<file path="src/rtl/bkup_src_sel.sv">
module bkup_src_sel #(
  parameter int HOLD_CYCLES = 7
) (
  input  logic       clk,
  input  logic       rst_n,
  input  logic       main_ok_so,
  input  logic       main_ok_pf,
  input  logic       cell1_ok,
  input  logic       cell2_ok,
  input  logic       batt_attach,
  input  logic       ce_mid,
  input  logic       ce_high,
  output logic [3:0] src_sel,
  output logic       isolated
);
  localparam int CW = $clog2(HOLD_CYCLES + 1);
  localparam logic [3:0] SEL_MAIN = 4'b0001;
  localparam logic [3:0] SEL_C1   = 4'b0010;
  localparam logic [3:0] SEL_C2   = 4'b0100;
  localparam logic [3:0] SEL_NONE = 4'b1000;

  logic          so_q, use2, qual, cancel;
  logic [CW-1:0] hold_cnt;

  wire win      = main_ok_so & ~main_ok_pf;
  wire so_rise  = main_ok_so & ~so_q;
  wire so_fall  = ~main_ok_so & so_q;
  wire seal     = so_fall & qual & ~cancel;
  wire hold_hit = win & ce_mid & (hold_cnt == CW'(HOLD_CYCLES - 1));

  logic iso_n, use2_n;
  logic [3:0] sel_n;

  always_comb begin
    iso_n = batt_attach | seal | (isolated & ~so_rise);
    if (main_ok_so)                   use2_n = 1'b0;
    else if (!iso_n && !cell1_ok)     use2_n = 1'b1;
    else                              use2_n = use2;
    if (main_ok_so)                   sel_n = SEL_MAIN;
    else if (iso_n)                   sel_n = SEL_NONE;
    else if (use2_n)                  sel_n = cell2_ok ? SEL_C2 : SEL_NONE;
    else                              sel_n = SEL_C1;
  end

  always_ff @(posedge clk or negedge rst_n) begin
    if (!rst_n) begin
      so_q     <= 1'b0;
      use2     <= 1'b0;
      isolated <= 1'b1;
      src_sel  <= SEL_NONE;
    end else begin
      so_q     <= main_ok_so;
      use2     <= use2_n;
      isolated <= iso_n;
      src_sel  <= sel_n;
    end
  end

  always_ff @(posedge clk or negedge rst_n) begin
    if (!rst_n) begin
      hold_cnt <= '0;
      qual     <= 1'b0;
      cancel   <= 1'b0;
    end else if (!win) begin
      hold_cnt <= '0;
      qual     <= 1'b0;
      cancel   <= 1'b0;
    end else begin
      if (!ce_mid)                               hold_cnt <= '0;
      else if (hold_cnt != CW'(HOLD_CYCLES))     hold_cnt <= hold_cnt + 1'b1;
      qual   <= qual | hold_hit;
      cancel <= cancel | ce_high;
    end
  end
endmodule


</file>
<file path="config.mk">
export PLATFORM = sky130hd
export DESIGN_NAME = bkup_src_sel
export DESIGN_NICKNAME = d
export VERILOG_FILES = /design/src/rtl/bkup_src_sel.sv
export SDC_FILE = /design/constraint.sdc
export NUM_CORES = 1
export LEC_CHECK = 0
export ABC_AREA = 1
export ABC_CLOCK_PERIOD_IN_PS = 1320
export BUFFER_PORTS_ARGS = -buffer_cell sky130_fd_sc_hd__buf_4
export CAP_MARGIN = 20
export CORE_AREA = 2 2 39 41
export DETAILED_ROUTE_END_ITERATION = 10
export DIE_AREA = 0 0 41 43
export HOLD_SLACK_MARGIN = 0.1
export PLACE_DENSITY = 0.64
export REMOVE_ABC_BUFFERS = 1
export SLEW_MARGIN = 20
export SYNTH_ARGS = -nofsm -noshare
export SYNTH_HDL_FRONTEND = slang
export SYNTH_SLANG_ARGS = --single-unit
</file>
<file path="constraint.sdc">
create_clock -name clk -period 1.32 [get_ports clk]
set_input_delay 0.066 -clock clk [delete_from_list [all_inputs] [get_ports clk]]
set_output_delay 0.066 -clock clk [all_outputs]
set_load 0.02 [all_outputs]
</file>
==> results of run 1 <==
==> cells in the mapped netlist, drive strengths merged <==
library cell	n	share of area (%)
inv	12	8.9
nand2	12	10
dfrtp	9	45
nor2	8	5.9
a21oi	5	5.7
ha	3	7.4
nand3	3	4.0
dfstp	2	10
buf	1	1.5
nand4	1	1.2
==> metrics by stage <==
| step | cells | utilization (%) | hold slack [ps] | total power (W) | cell area (sq um) |
|---|---|---|---|---|---|
| 2_1_floorplan | 55 | - | -230 | 0.000407 | 498 |
| 5_1_grt | 95 | 51.4 | 192 | 0.000722 | 712 |
| 3_3_place_gp | 84 | 44.5 | -92.1 | 0.000450 | 616 |
| 4_1_cts | 95 | 51.4 | 166 | 0.000695 | 712 |
| 3_5_place_dp | 84 | 44.5 | -90.5 | 0.000452 | 616 |
| 6_report | 95 | 51.4 | 189 | 0.000687 | 712 |
==> layout make-up <==
| class | instances | area share, % |
|---|---|---|
| Sequential cell | 11 | 39.0 |
| Multi-Input combinational cell | 32 | 24.6 |
| Timing Repair Buffer | 20 | 23.6 |
| Inverter | 12 | 6.33 |
| Clock buffer | 4 | 3.69 |
| Tap cell | 16 | 2.81 |
==> logic make-up after synthesis <==
family / Yosys count
AND/OR/NAND/NOR: 24
buffers and inverters: 13
AO/OA/AOI/OAI: 5
flip-flops: 11
adder cells (fa/ha/maj): 3
==> routing by layer <==
metal | track usage (%) | wire length [um] | share of wire (%)
met5 | 0 | 0 | 0
met4 | 6.00 | 0 | 0
met3 | 1.57 | 55 | 6.0
met2 | 19.4 | 456 | 50
met1 | 15.8 | 398 | 44
==> state kept, by name, summed over array words and instances, names as in the netlist <==
signal    count
qual          1
hold_cnt      3
cancel        1
isolated      1
use2          1
src_sel       4
==> report_power, final <==
group | total [W] | switching (W) | internal, W
registers | 0.000359 | 0.00000587 | 0.000353
logic | 0.000103 | 0.0000517 | 0.0000514
clock network | 0.000225 | 0.000109 | 0.000117
total | 0.000687 | 0.000166 | 0.000521
==> final timing paths <==
path                                          from                      end  slack, ps
setup reg to reg           hold_cnt[0]$_DFFE_PN0P_  hold_cnt[2]$_DFFE_PN0P_        140
max in group asynchronous                    rst_n       isolated$_DFF_PN1_        910
hold reg to reg                   cancel$_DFF_PN0_         cancel$_DFF_PN0_        520
setup / recovery           hold_cnt[0]$_DFFE_PN0P_  hold_cnt[2]$_DFFE_PN0P_        140
min in group clk                          cell1_ok     src_sel[3]$_DFF_PN1_        200
hold / removal                               rst_n           qual$_DFF_PN0_        190
==> repair_timing <==
item,CTS,global route
endpoints found under the hold margin,18,0
hold buffers,7,0
setup buffers,0,0
==> results.tsv, run 1 <==
metric	value	unit
yosysWarnings	0	
seqCellArea	278	sq um
status	complete, no violations	
dp_hpwl	694	um
grt_pass1_vias	396	
yosys.area_share.simple	21.5	%
htree_levels	1	
cts_tree	yes	
seq_area_frac_synth	55.0	%
syn_inst	56	
max_stage_delay	400	ps
setup_tns	0	ps
fillerInstances	131	
synthXorXnorAreaFrac	0	%
syn2layout_area_growth	40.8	%
drive_above_1_share	31.6	%
ctsLongestPathBuffers	2	
crit_buf_inv	1	
ios	14	
numCtsBuffers	3	
path_delay_family	adder cells	
setup-violations-final	0	
clk_pin_slew_worst_paths	70	ps
slowest_stage	dfrtp_1	
cp.depth	5	
synth_fa_ha_area_share	7.43	%
layout_common_cells	13 x buf_4, 10 x inv_1, 9 x nand2_1, 9 x dfrtp_1, 8 x nor2_1	
required	1500	ps
wl	910	um
max_freq	848	MHz
netlist_area	505	sq um
r2r_cells	5	
finalCritPeriodShare	89.4	%
multi_input_area	175	sq um
finalCriticalPeriod	1180	ps
grt_pass1_wl	1.50	mm
die_x	41	um
numClockSinks	11	
synth_top_family_by_area	simple AND/OR/NAND/NOR gates	
grt.overflow.total	0	
pre_cts_ws	156	ps
final_common_cell	buf_4	
ant_nets	0	
clkLatencyLatePin	260	ps
finalWorstSetupSlack	141	ps
vias_per_cell	4.38	
grt_max_degree	12	
hp-class	input port to async pin	
start_util	36.5	%
path_cells	ha_1 -> ha_1 -> inv_1 -> nand2_1 -> a21oi_1	
die_area	0.00176	sq mm
drc	0	
vias	416	
fp-row-count	14	
slew_violations	0	
drt-pass1-iter-count	4	
final.setup_skew	0.605	ps
antenna_found_initial	0	
grtUsageTotal	12.3	%
cp-end-kind	register	
wl_per_cell	9.58	um
crit_path_max_fanout	5	
synth_compound_gate_area_share	5.69	%
cts_root_buf	clkbuf_4	
worst_ir_drop_vdd	0.430	mV
rsz0062_at_grt	no	
critPathArrivalTime	1360	ps
worst_pin_slew	169	ps
syn_area_per_cell	9.03	sq um
cp_common_cell	ha_1	
synth_mux_area_share	0	%
hold_viol_final	0	
n_antenna_cell	0	
die_h	43	um
maxSlewHeadroom	88.7	%
port_buffers	13	
worstSetupPathType	register to register	
p_leak	0.388	nW
fin_nets	92	
ys_ff_latch	11	
startpoint_type	register	
ys_types	14	
detail_route.iter0.violations	6	
max_cap_violations	0	
p_per_area	965	mW/mm^2
cts_resized	0	
place_congestion	0.725	
core	0.00138	sq mm
No activity file was read; power rests on OpenSTA's default activity.
==> inputs of run 2 (changes only) <==
- MAX_ROUTING_LAYER: not set -> met4
==> run 2 against run 1 <==
Net effect: first-iteration DRC count stayed put; utilization stayed put; hold slack better by 0.57 ps; design area stayed put; count of clock-buffer cells in the layout stayed put; via count is 0.96% lower; flip-flop and latch count stayed put; routed wire length is 0.88% higher; register-to-register slack hardly changed; clock skew is 1.2 ps higher; setup slack stayed put; combinational power hardly changed; largest cell class unchanged; largest power group unchanged; highest routed layer unchanged.
==> results.tsv, run 2 (same netlist as run 1, synthesis figures left out) <==
metric	value	unit	change
p_int	0.000521	W	about the same
place_congestion	0.733		was 0.725
finalCritPeriodShare	89.4	%	unchanged
final.setup_skew	1.76	ps	was 0.605 ps
slowest_stage	dfrtp_1		unchanged
clkLatencyLatePin	260	ps	about the same
worst_pin_slew	169	ps	unchanged
use_met3	1.57	%	unchanged
grt.overflow.total	0		unchanged
ant_nets	0		unchanged
core	0.00138	sq mm	unchanged
p_leak	0.388	nW	unchanged
largest_reg_flops	4		unchanged
numClockSinks	11		unchanged
startpoint_type	register		unchanged
finalInstanceArea	712	sq um	unchanged
finalCriticalPeriod	1180	ps	unchanged
layout.cells.non_filler	95		unchanged
hp-class	input port to async pin		unchanged
fp-row-count	14		unchanged
numCtsBuffers	3		unchanged
wl	918	um	was 910 um
grt_max_degree	12		unchanged
worst_ir_drop_vdd	0.430	mV	about the same
cp-end-kind	register		unchanged
cts_root_buf	clkbuf_4		unchanged
layout_common_cells	13 x buf_4, 10 x inv_1, 9 x nand2_1, 9 x dfrtp_1, 8 x nor2_1		unchanged
cts_tree	yes		unchanged
power.switching	0.000165	W	was 0.000166 W
grtUsageTotal	12.6	%	was 12.3%
cts_resized	0		unchanged
vias	412		was 416
cp_common_cell	ha_1		unchanged
die_h	43	um	unchanged
power_frac_comb	15.0	%	about the same
vias_per_cell	4.34		was 4.38
pwr-share-clk	32.6	%	was 32.8%
cp-endpoint	hold_cnt[2]$_DFFE_PN0P_		unchanged
drt-pass1-iter-count	6		was 4
drive_above_1_share	31.6	%	unchanged
clk_pin_slew_worst_paths	70	ps	about the same
max_stage_delay	400	ps	about the same
r2r-end	hold_cnt[2]$_DFFE_PN0P_		unchanged
die_x	41	um	unchanged
placed_area	616	sq um	unchanged
setup_tns	0	ps	unchanged
rsz0062_at_grt	no		unchanged
port_buffers	13		unchanged
n_antenna_cell	0		unchanged
busiest_layer	met2		unchanged
drc	0		unchanged
met2_usage	19.4	%	unchanged
start_util	36.5	%	unchanged
max_cap_violations	0		unchanged
r2r_cells	5		unchanged
slew_violations	0		unchanged
grt_pass1_vias	395		was 396
worstSetupPathType	register to register		unchanged
dp_hpwl	694	um	unchanged
swShare	24.0	%	was 24.2%
crit_path_max_fanout	5		unchanged
ios	14		unchanged
fin_nets	92		unchanged
met1_usage	15.8	%	unchanged
max_freq	848	MHz	unchanged
path_cells	ha_1 -> ha_1 -> inv_1 -> nand2_1 -> a21oi_1		unchanged
htree_levels	1		unchanged
final_common_cell	buf_4		unchanged
required	1500	ps	about the same
r2r_slack	140	ps	about the same
dp.cells	84		unchanged
crit_start	hold_cnt[0]$_DFFE_PN0P_		unchanged
ctsLongestPathBuffers	2		unchanged
detail_route.iter0.violations	6		unchanged
critPathArrivalTime	1360	ps	about the same
top_register	src_sel		unchanged
p_per_area	963	mW/mm^2	was 965 mW/mm^2
setup-violations-final	0		unchanged
wl_per_cell	9.66	um	was 9.58 um
syn2layout_area_growth	40.8	%	unchanged
seqPwrFrac	52.3	%	was 52.2%
maxSlewHeadroom	88.7	%	unchanged
status	complete, no violations		unchanged
die_area	0.00176	sq mm	unchanged
r2r-start	hold_cnt[0]$_DFFE_PN0P_		unchanged
antenna_found_initial	0		unchanged
grt_pass1_wl	1.50	mm	unchanged
postCtsSetupBuffers	0		unchanged
hold_viol_final	0		unchanged
largestRegisters	src_sel x4, hold_cnt x3		unchanged
run 2: cell counts in the layout (fill, tap and decap cells not counted):
No cell type changed its count.
run 2: critical path: cells and delay by family, from the launching register on:
kind,cells,cell delay (ps)
AOI/OAI and AO/OA,1,130
adders and majority gates,2,440
buffers and inverters,1,90
DFF,1,400
and+or+nand+nor,1,50
run 2: area by class of cell:
cell class                 instances  area, sq um
fill                             131          672
sequential                        11          278
multi-input combinational         32          175
timing repair buffer              20          168
inverter                          12         45.0
clock buffer                       4         26.3
tap                               16         20.0
run 2: power by group through the flow:
stage                     clock network (W)  registers [W]  logic [W]
final                              0.000224       0.000359   0.000103
after global routing               0.000247       0.000360   0.000115
after CTS                          0.000232       0.000358   0.000104
after detailed placement                  0       0.000365  0.0000876
after global placement                    0       0.000364  0.0000861
after floorplan                           0       0.000375  0.0000320
run 2: how the worst min path moves through the flow:
| stage | endpoint | start | slack [ps] |
|---|---|---|---|
| after floorplan | cancel$_DFF_PN0_ | rst_n | -230 |
| after global placement | src_sel[0]$_DFF_PN0_ | rst_n | -90 |
| after detailed placement | cancel$_DFF_PN0_ | rst_n | -90 |
| after CTS | cancel$_DFF_PN0_ | rst_n | 170 |
| after global routing | qual$_DFF_PN0_ | rst_n | 190 |
| final | qual$_DFF_PN0_ | rst_n | 190 |
run 2: metrics by stage:
stage                     total power, W  worst slack, ps  utilization (%)  hold WS, ps
after floorplan                 0.000407              247                -         -230
final                           0.000685              141             51.4          189
after global routing            0.000722             41.8             51.4          192
after detailed placement        0.000452              156             44.5        -90.5
after CTS                       0.000695              141             51.4          166
after global placement          0.000450              206             44.5        -92.1
run 2: layer usage:
layer  up-vias  share of wire [%]
li1        214                  -
met4         0                  0
met2        14                 49
met1       184                 44
met5         -                  0
met3         0                6.1
run 2: repair_timing:
action | CTS | global route
endpoints found under the setup margin | 0 | 0
endpoints found under the hold margin | 18 | 0
hold buffers | 7 | 0
